==> src/rtl/cg_pkg.sv <==
package cg_pkg;
    parameter int AW        = 20;
    parameter int WW        = 16;
    parameter int CW        = 5;
    parameter int SEG_SHIFT = 4;

    localparam int STEP            = WW / 8;
    localparam int DESC_BYTES      = 4 * STEP;
    localparam logic [3:0] KIND_GATE16 = 4'h4;

    typedef logic [AW-1:0] addr_t;
    typedef logic [WW-1:0] word_t;
    typedef logic [1:0]    ring_t;

    typedef enum logic [3:0] {
        S_IDLE,
        S_DESC,
        S_CHECK,
        S_TSP,
        S_TSS,
        S_PUSH_OSS,
        S_PUSH_OSP,
        S_PREAD,
        S_PWRITE,
        S_PUSH_CS,
        S_PUSH_IP,
        S_FIN
    } st_e;

    typedef enum logic [1:0] {
        F_NONE,
        F_ABSENT,
        F_KIND,
        F_PRIV
    } flt_e;

    typedef struct packed {
        word_t           entry;
        word_t           csel;
        logic            present;
        ring_t           dpl;
        logic [3:0]      kind;
        logic [CW-1:0]   count;
    } gate_t;

    typedef struct packed {
        addr_t         gbase;
        addr_t         tbase;
        word_t         sel;
        word_t         ocs;
        word_t         oip;
        word_t         oss;
        word_t         osp;
        word_t         nss;
        word_t         nsp;
        word_t         tmp;
        ring_t         tgt;
        logic [CW-1:0] pcnt;
    } ctx_t;

    function automatic addr_t lin_addr(word_t seg, word_t off);
        return (addr_t'(seg) << SEG_SHIFT) + addr_t'(off);
    endfunction

    function automatic addr_t tss_slot(addr_t base, ring_t r, logic want_ss);
        addr_t a;
        a = base + addr_t'(STEP) + addr_t'(r) * addr_t'(2 * STEP);
        if (want_ss)
            a = a + addr_t'(STEP);
        return a;
    endfunction

    function automatic addr_t desc_addr(addr_t base, word_t sel, logic [1:0] widx);
        return base + addr_t'(sel & ~word_t'(DESC_BYTES - 1)) + addr_t'(widx) * addr_t'(STEP);
    endfunction
endpackage

==> src/rtl/cg_gate_check.sv <==
module cg_gate_check
    import cg_pkg::*;
(
    input  logic       present,
    input  ring_t      dpl,
    input  logic [3:0] kind,
    input  ring_t      tgt,
    input  ring_t      cpl,
    output flt_e       flt,
    output logic       do_switch
);
    always_comb begin
        do_switch = (tgt < cpl);
        if (!present)
            flt = F_ABSENT;
        else if (kind != KIND_GATE16)
            flt = F_KIND;
        else if ((cpl > dpl) || (tgt > cpl))
            flt = F_PRIV;
        else
            flt = F_NONE;
    end
endmodule

==> src/rtl/cg_mem_drive.sv <==
module cg_mem_drive
    import cg_pkg::*;
(
    input  st_e        st,
    input  logic       ph,
    input  logic [1:0] widx,
    input  ctx_t       cx,
    output logic       req,
    output logic       we,
    output addr_t      addr,
    output word_t      wdata
);
    logic [CW-1:0] pm1;
    addr_t         push_a;

    always_comb begin
        pm1    = cx.pcnt - 1'b1;
        push_a = lin_addr(cx.nss, cx.nsp - word_t'(STEP));
        req    = 1'b0;
        we     = 1'b0;
        addr   = '0;
        wdata  = '0;
        unique case (st)
            S_DESC: begin
                req  = !ph;
                addr = desc_addr(cx.gbase, cx.sel, widx);
            end
            S_TSP: begin
                req  = !ph;
                addr = tss_slot(cx.tbase, cx.tgt, 1'b0);
            end
            S_TSS: begin
                req  = !ph;
                addr = tss_slot(cx.tbase, cx.tgt, 1'b1);
            end
            S_PREAD: begin
                req  = !ph;
                addr = lin_addr(cx.oss, cx.osp + word_t'(pm1) * word_t'(STEP));
            end
            S_PUSH_OSS: begin
                req = 1'b1; we = 1'b1; addr = push_a; wdata = cx.oss;
            end
            S_PUSH_OSP: begin
                req = 1'b1; we = 1'b1; addr = push_a; wdata = cx.osp;
            end
            S_PWRITE: begin
                req = 1'b1; we = 1'b1; addr = push_a; wdata = cx.tmp;
            end
            S_PUSH_CS: begin
                req = 1'b1; we = 1'b1; addr = push_a; wdata = cx.ocs;
            end
            S_PUSH_IP: begin
                req = 1'b1; we = 1'b1; addr = push_a; wdata = cx.oip;
            end
            default: ;
        endcase
    end
endmodule

==> src/rtl/cg_call_gate.sv <==
module cg_call_gate
    import cg_pkg::*;
(
    input  logic          clk,
    input  logic          rst,
    input  logic          start,
    input  logic [15:0]   gate_sel,
    input  logic [15:0]   cur_cs,
    input  logic [15:0]   cur_ip,
    input  logic [15:0]   cur_ss,
    input  logic [15:0]   cur_sp,
    input  logic [19:0]   gdt_base,
    input  logic [19:0]   tss_base,
    output logic          mem_req,
    output logic          mem_we,
    output logic [19:0]   mem_addr,
    output logic [15:0]   mem_wdata,
    input  logic [15:0]   mem_rdata,
    output logic          busy,
    output logic          done,
    output logic          fault,
    output logic [15:0]   new_cs,
    output logic [15:0]   new_ip,
    output logic [15:0]   new_ss,
    output logic [15:0]   new_sp
);
    st_e        st;
    logic       ph;
    logic [1:0] widx;
    gate_t      gd;
    ctx_t       cx;
    logic       flt_q;
    flt_e       flt;
    logic       do_switch;

    cg_gate_check u_chk (
        .present   (gd.present),
        .dpl       (gd.dpl),
        .kind      (gd.kind),
        .tgt       (gd.csel[1:0]),
        .cpl       (cx.ocs[1:0]),
        .flt       (flt),
        .do_switch (do_switch)
    );

    cg_mem_drive u_drv (
        .st    (st),
        .ph    (ph),
        .widx  (widx),
        .cx    (cx),
        .req   (mem_req),
        .we    (mem_we),
        .addr  (mem_addr),
        .wdata (mem_wdata)
    );

    assign busy  = (st != S_IDLE);
    assign done  = (st == S_FIN);
    assign fault = done && flt_q;

    always_ff @(posedge clk) begin
        if (rst) begin
            st     <= S_IDLE;
            ph     <= 1'b0;
            widx   <= '0;
            gd     <= '0;
            cx     <= '0;
            flt_q  <= 1'b0;
            new_cs <= '0;
            new_ip <= '0;
            new_ss <= '0;
            new_sp <= '0;
        end else begin
            unique case (st)
                S_IDLE: begin
                    if (start) begin
                        cx.gbase <= gdt_base;
                        cx.tbase <= tss_base;
                        cx.sel   <= gate_sel;
                        cx.ocs   <= cur_cs;
                        cx.oip   <= cur_ip;
                        cx.oss   <= cur_ss;
                        cx.osp   <= cur_sp;
                        widx     <= '0;
                        ph       <= 1'b0;
                        flt_q    <= 1'b0;
                        st       <= S_DESC;
                    end
                end
                S_DESC: begin
                    ph <= !ph;
                    if (ph) begin
                        unique case (widx)
                            2'd0:    gd.entry <= mem_rdata;
                            2'd1:    gd.csel  <= mem_rdata;
                            default: begin
                                gd.present <= mem_rdata[15];
                                gd.dpl     <= mem_rdata[14:13];
                                gd.kind    <= mem_rdata[11:8];
                                gd.count   <= mem_rdata[CW-1:0];
                            end
                        endcase
                        if (widx == 2'd2)
                            st <= S_CHECK;
                        else
                            widx <= widx + 2'd1;
                    end
                end
                S_CHECK: begin
                    cx.pcnt <= gd.count;
                    cx.tgt  <= gd.csel[1:0];
                    if (flt != F_NONE) begin
                        flt_q <= 1'b1;
                        st    <= S_FIN;
                    end else if (do_switch) begin
                        st <= S_TSP;
                    end else begin
                        cx.nss <= cx.oss;
                        cx.nsp <= cx.osp;
                        st     <= S_PUSH_CS;
                    end
                end
                S_TSP: begin
                    ph <= !ph;
                    if (ph) begin
                        cx.nsp <= mem_rdata;
                        st     <= S_TSS;
                    end
                end
                S_TSS: begin
                    ph <= !ph;
                    if (ph) begin
                        cx.nss <= mem_rdata;
                        st     <= S_PUSH_OSS;
                    end
                end
                S_PUSH_OSS: begin
                    cx.nsp <= cx.nsp - word_t'(STEP);
                    st     <= S_PUSH_OSP;
                end
                S_PUSH_OSP: begin
                    cx.nsp <= cx.nsp - word_t'(STEP);
                    st     <= (cx.pcnt != '0) ? S_PREAD : S_PUSH_CS;
                end
                S_PREAD: begin
                    ph <= !ph;
                    if (ph) begin
                        cx.tmp <= mem_rdata;
                        st     <= S_PWRITE;
                    end
                end
                S_PWRITE: begin
                    cx.nsp  <= cx.nsp - word_t'(STEP);
                    cx.pcnt <= cx.pcnt - 1'b1;
                    st      <= (cx.pcnt == 1) ? S_PUSH_CS : S_PREAD;
                end
                S_PUSH_CS: begin
                    cx.nsp <= cx.nsp - word_t'(STEP);
                    st     <= S_PUSH_IP;
                end
                S_PUSH_IP: begin
                    cx.nsp <= cx.nsp - word_t'(STEP);
                    new_cs <= gd.csel;
                    new_ip <= gd.entry;
                    new_ss <= cx.nss;
                    new_sp <= cx.nsp - word_t'(STEP);
                    st     <= S_FIN;
                end
                S_FIN: st <= S_IDLE;
                default: st <= S_IDLE;
            endcase
        end
    end

    // completion lasts exactly one cycle and returns the block to idle
    a_r9_done_pulse: assert property (@(posedge clk) disable iff (rst)
        done |=> (!done && !busy));

    // the memory port stays quiet while idle
    a_r9_idle_quiet: assert property (@(posedge clk) disable iff (rst)
        !busy |-> !mem_req);

    // the first access of every call reads gate word 0 of the selected entry
    a_r2_first_read: assert property (@(posedge clk) disable iff (rst)
        $rose(busy) |-> (mem_req && !mem_we &&
            mem_addr == $past(gdt_base) + (addr_t'($past(gate_sel) >> 3) << 3)));

    // a refused call leaves every result output untouched
    a_r3_fault_holds: assert property (@(posedge clk) disable iff (rst)
        fault |-> ($stable(new_cs) && $stable(new_ip) && $stable(new_ss) && $stable(new_sp)));

    // every push lowers the new stack pointer by one word
    a_r6_push_step: assert property (@(posedge clk) disable iff (rst)
        (mem_req && mem_we) |=> (cx.nsp == $past(cx.nsp) - word_t'(STEP)));

    // no write is issued for a call that ends in a fault
    a_r3_no_write_on_fault: assert property (@(posedge clk) disable iff (rst)
        (st == S_CHECK && flt != F_NONE) |=> !mem_we);
endmodule

==> config.mk <==
export PLATFORM = sky130hd
export DESIGN_NAME = cg_call_gate
export DESIGN_NICKNAME = d
export VERILOG_FILES = /design/src/rtl/cg_pkg.sv /design/src/rtl/cg_gate_check.sv /design/src/rtl/cg_mem_drive.sv /design/src/rtl/cg_call_gate.sv
export SDC_FILE = /design/constraint.sdc
export NUM_CORES = 1
export LEC_CHECK = 0
export BUFFER_PORTS_ARGS = -buffer_cell sky130_fd_sc_hd__buf_2
export CAP_MARGIN = 0
export CORE_MARGIN = 5
export CORE_UTILIZATION = 53
export CTS_BUF_LIST = sky130_fd_sc_hd__clkbuf_8
export CTS_CLUSTER_DIAMETER = 200
export DETAILED_ROUTE_END_ITERATION = 10
export GPL_ROUTABILITY_DRIVEN = 0
export GPL_TIMING_DRIVEN = 0
export PLACE_DENSITY = 0.78
export SLEW_MARGIN = 15
export SYNTH_ARGS = -nofsm -noshare
export SYNTH_HDL_FRONTEND = slang
export SYNTH_SLANG_ARGS = --single-unit
==> constraint.sdc <==
create_clock -name clk -period 4.1 [get_ports clk]
set_clock_uncertainty 0.15 [all_clocks]
set_input_delay 0.41 -clock clk [delete_from_list [all_inputs] [get_ports clk]]
set_output_delay 0.41 -clock clk [all_outputs]
set_load 0.01 [all_outputs]
==> flow_metrics.env <==
export IMPL_grt_pass1_wl_mm=93.5
export IMPL_viasPerCell=6.26
export IMPL_drt_wirelength_per_cell_um=21.6
export IMPL_finalCritPeriodShare=1.22
export IMPL_fp_row_count=62
export IMPL_synthFlopType="dfxtp_1"
export IMPL_layout_setup_ws_ns=-0.910
export IMPL_finalInstanceArea_um2=20400
export IMPL_r2r_start="cx[24]"
export IMPL_required_ns=3.54
export IMPL_crit_slowest_cell="ha_1"
export IMPL_placed_area_um2=17100
export IMPL_vias=18400
export IMPL_cap_violations=1
export IMPL_synth_compound_area_frac=0.228
export IMPL_critical_path_endpoint="mem_addr[18]"
export IMPL_grt_pass1_vias=17100
export IMPL_ff2ff_setup_slack_ns=0.47
export IMPL_dieArea_um2=32500
export IMPL_r2r_end="cx[37]"
export IMPL_yosysTopAreaCellShare=0.375
export IMPL_synth_nets=2261
export IMPL_area_growth_pct=32.8
export IMPL_slew_viol_final=0
export IMPL_period_minus_slack_ns=5.01
export IMPL_synth_commonest_cells="nand2_1, dfxtp_1, a21oi_1, clkbuf_1, nor2_1"
export IMPL_synth_top_family_by_area="simple AND/OR/NAND/NOR gates"
export IMPL_outcome="finished, violations left"
export IMPL_synth_area_um2=15400
export IMPL_internal_power_w=0.00645
export IMPL_avgSynthCellArea_um2=7.47
export IMPL_clkPwrFrac=0.238
export IMPL_drc=1
export IMPL_cts_made_buffers=46
export IMPL_timing_hold_ws_ns=0.0304
export IMPL_ir_drop_uv=298
export IMPL_max_slew_margin=0.00356
export IMPL_seqPwrFrac=0.312
export IMPL_grtUsageTotal=0.355
export IMPL_cp_end_kind="primary output"
export IMPL_path_class="reg2out"
export IMPL_pre_cts_ws_ns=-0.852
export IMPL_yosysSeqAreaShare=0.375
export IMPL_violations="design-rule violations, max-capacitance violations, negative setup slack"
export IMPL_worstPathArrival_ns=4.45
export IMPL_yosys_cell_count_top_type="nand2_1"
export IMPL_ctsRootBufferMaster="clkbuf_8"
export IMPL_yosys_warnings=0
export IMPL_power_leakage_nw=8.18
export IMPL_p_per_area_nw_per_um2=535
export IMPL_synth_xor_area_frac=0.0478
export IMPL_clock_latency_ns=0.60
export IMPL_hold_class="in2reg"
export IMPL_fin_nets=2727
export IMPL_synthSimpleGateAreaFrac=0.243
export IMPL_grt_antenna_before_repair=0
export IMPL_gr_total_overflow=0
export IMPL_synth_cell_types=72
export IMPL_dp_hpwl_mm=43.3
export IMPL_worst_slew_pin_slew_ns=1.48
export IMPL_finalHoldViolCount=0
export IMPL_synth_mux_area_frac=0.00586
export IMPL_clockBufferDepth=3
export IMPL_drt_iter0_markers=2686
export IMPL_start_kind="register"
export IMPL_final_util=0.711
export IMPL_drive_gt1_frac=0.199
export IMPL_die_w_um=180
export IMPL_port_buffers=239
export IMPL_clk_pin_slew_ns=0.06
export IMPL_start_util=0.536
export IMPL_layout_cells_non_filler=2938
export IMPL_crit_path_max_incr_delay_ns=0.36
export IMPL_finalWirelength_mm=63.3
export IMPL_p_sw_frac=0.410
export IMPL_synthesis_instances=2059
export IMPL_rsz0062_at_grt="yes"
export IMPL_synth_area_leaders="dfxtp_1, nand2_1, a21oi_1, ha_1, clkbuf_1"
export IMPL_die_h_um=180
export IMPL_p_sw_w=0.00448
export IMPL_ys_ff_latch=288
export IMPL_worstSetupStartpoint="cx[1]"
export IMPL_postSynth_asyncResetShare=0
export IMPL_firstDrtPassIters=11
export IMPL_antenna_left=0
export IMPL_diodes=0
export IMPL_worstPathMaxFanout=3
export IMPL_synth_edf_count=0
export IMPL_setup_viol=16
export IMPL_core_um2=28700
export IMPL_htree_levels=2
export IMPL_io_pin_count=244
export IMPL_path_cells="inv_2, ha_4, xor2_2, ha_4, a21o_1, a21oi_4, o21bai_4, nand3_2, nor2_4, nand3_2, xnor2_1, ha_1, nand4_1, buf_4, buf_4, o21bai_4, mux2i_2, a221oi_2, o2111ai_2, buf_2"
export IMPL_place_inst=2682
export IMPL_rr_worst_depth=18
export IMPL_clock_sinks=288
export IMPL_synth_fa_ha_area_frac=0.0537
export IMPL_synth_top_area_cell="dfxtp_1"
export IMPL_fmax_ghz=0.200
export IMPL_cts_tree="yes"
export IMPL_grt_max_degree=15
export IMPL_p_comb_frac=0.450
## power groups by stage
stage	clock network [W]	logic, W	registers (W)
2_1_floorplan	0	0.00233	0.00328
3_3_place_gp	0	0.00323	0.00340
3_5_place_dp	0	0.00332	0.00341
4_1_cts	0.00259	0.00413	0.00336
5_1_grt	0.00272	0.00517	0.00342
6_report	0.00260	0.00492	0.00341
## cells by family (layout without fill, tap and decap cells)
kind of cell    Yosys count  count (layout)
simple gates            879             879
compound gates          550             550
flops                   288             288
buf+inv                 186             681
xor+xnor                 84              84
fa+ha+maj                63              63
mux                       9               9
## cells in the final DEF (no fill, tap or decap), types with 42 or more instances in the layout
master / instances
a21oi_1: 272
nand2_1: 570
xnor2_1: 42
dlygate4sd3_1: 117
buf_2: 240
buf_4: 62
inv_1: 42
nor2_1: 114
clkbuf_8: 57
dfxtp_1: 285
clkbuf_1: 131
## worst max-delay path, delay by kind of cell (launching register included)
| family | cells | cell delay, ns |
|---|---|---|
| fa+ha+maj | 3 | 0.84 |
| mux | 1 | 0.10 |
| compound gates | 6 | 1.09 |
| simple gates | 4 | 0.61 |
| flops | 1 | 0.34 |
| xor+xnor | 2 | 0.33 |
| buf+inv | 4 | 0.55 |
## metal layers
metal	routed length, um	vias to the layer above	track usage
met2	26800	1503	0.550
met5	0	-	0
met3	9190	400	0.0963
li1	-	8108	-
met1	22500	8370	0.452
met4	4860	0	0.192
## flip-flops by register name (all words and copies together) (netlist names)
register  cells
cx          172
flt_q         1
gd           44
new_cs       16
new_ip       16
new_sp       16
new_ss       16
ph            1
st            4
widx          2
## worst min path at each step
stage	depth (start not counted)	to	start
floorplan	2	gd[7]	gd[7]
global placement	2	gd[7]	gd[7]
detailed placement	2	new_ip[12]	new_ip[12]
CTS	3	gd[12]	mem_rdata[0]
global route	3	gd[13]	mem_rdata[1]
finish	3	gd[12]	mem_rdata[0]
## cell type report
type / count / area (um^2)
Inverter: 44 / 170
Fill cell: 2164 / 8280
Multi-Input combinational cell: 1585 / 9630
Tap cell: 384 / 480
Clock inverter: 20 / 166
Timing Repair Buffer: 419 / 2860
Sequential cell: 288 / 5770
Clock buffer: 57 / 785
Buffer: 141 / 552
## timing repair
| action | in CTS | in global routing |
|---|---|---|
| setup endpoints to repair | 17 | 17 |
| hold buffers | 117 | 0 |
| buffers inserted | 46 | 17 |
| gates resized for setup | 85 | 71 |
| pin swaps | 54 | 56 |
| gates cloned | 0 | 0 |
| hold endpoints to repair | 117 | 0 |
## metrics by stage
stage,total power (W),setup TNS (ns)
6_report,0.0109,-10.28
5_1_grt,0.0113,-11.62
4_1_cts,0.0101,-8.22
3_5_place_dp,0.00673,-6.70
3_3_place_gp,0.00663,-5.86
2_1_floorplan,0.00561,0
Note: power is estimated with default switching activity, not from simulation.
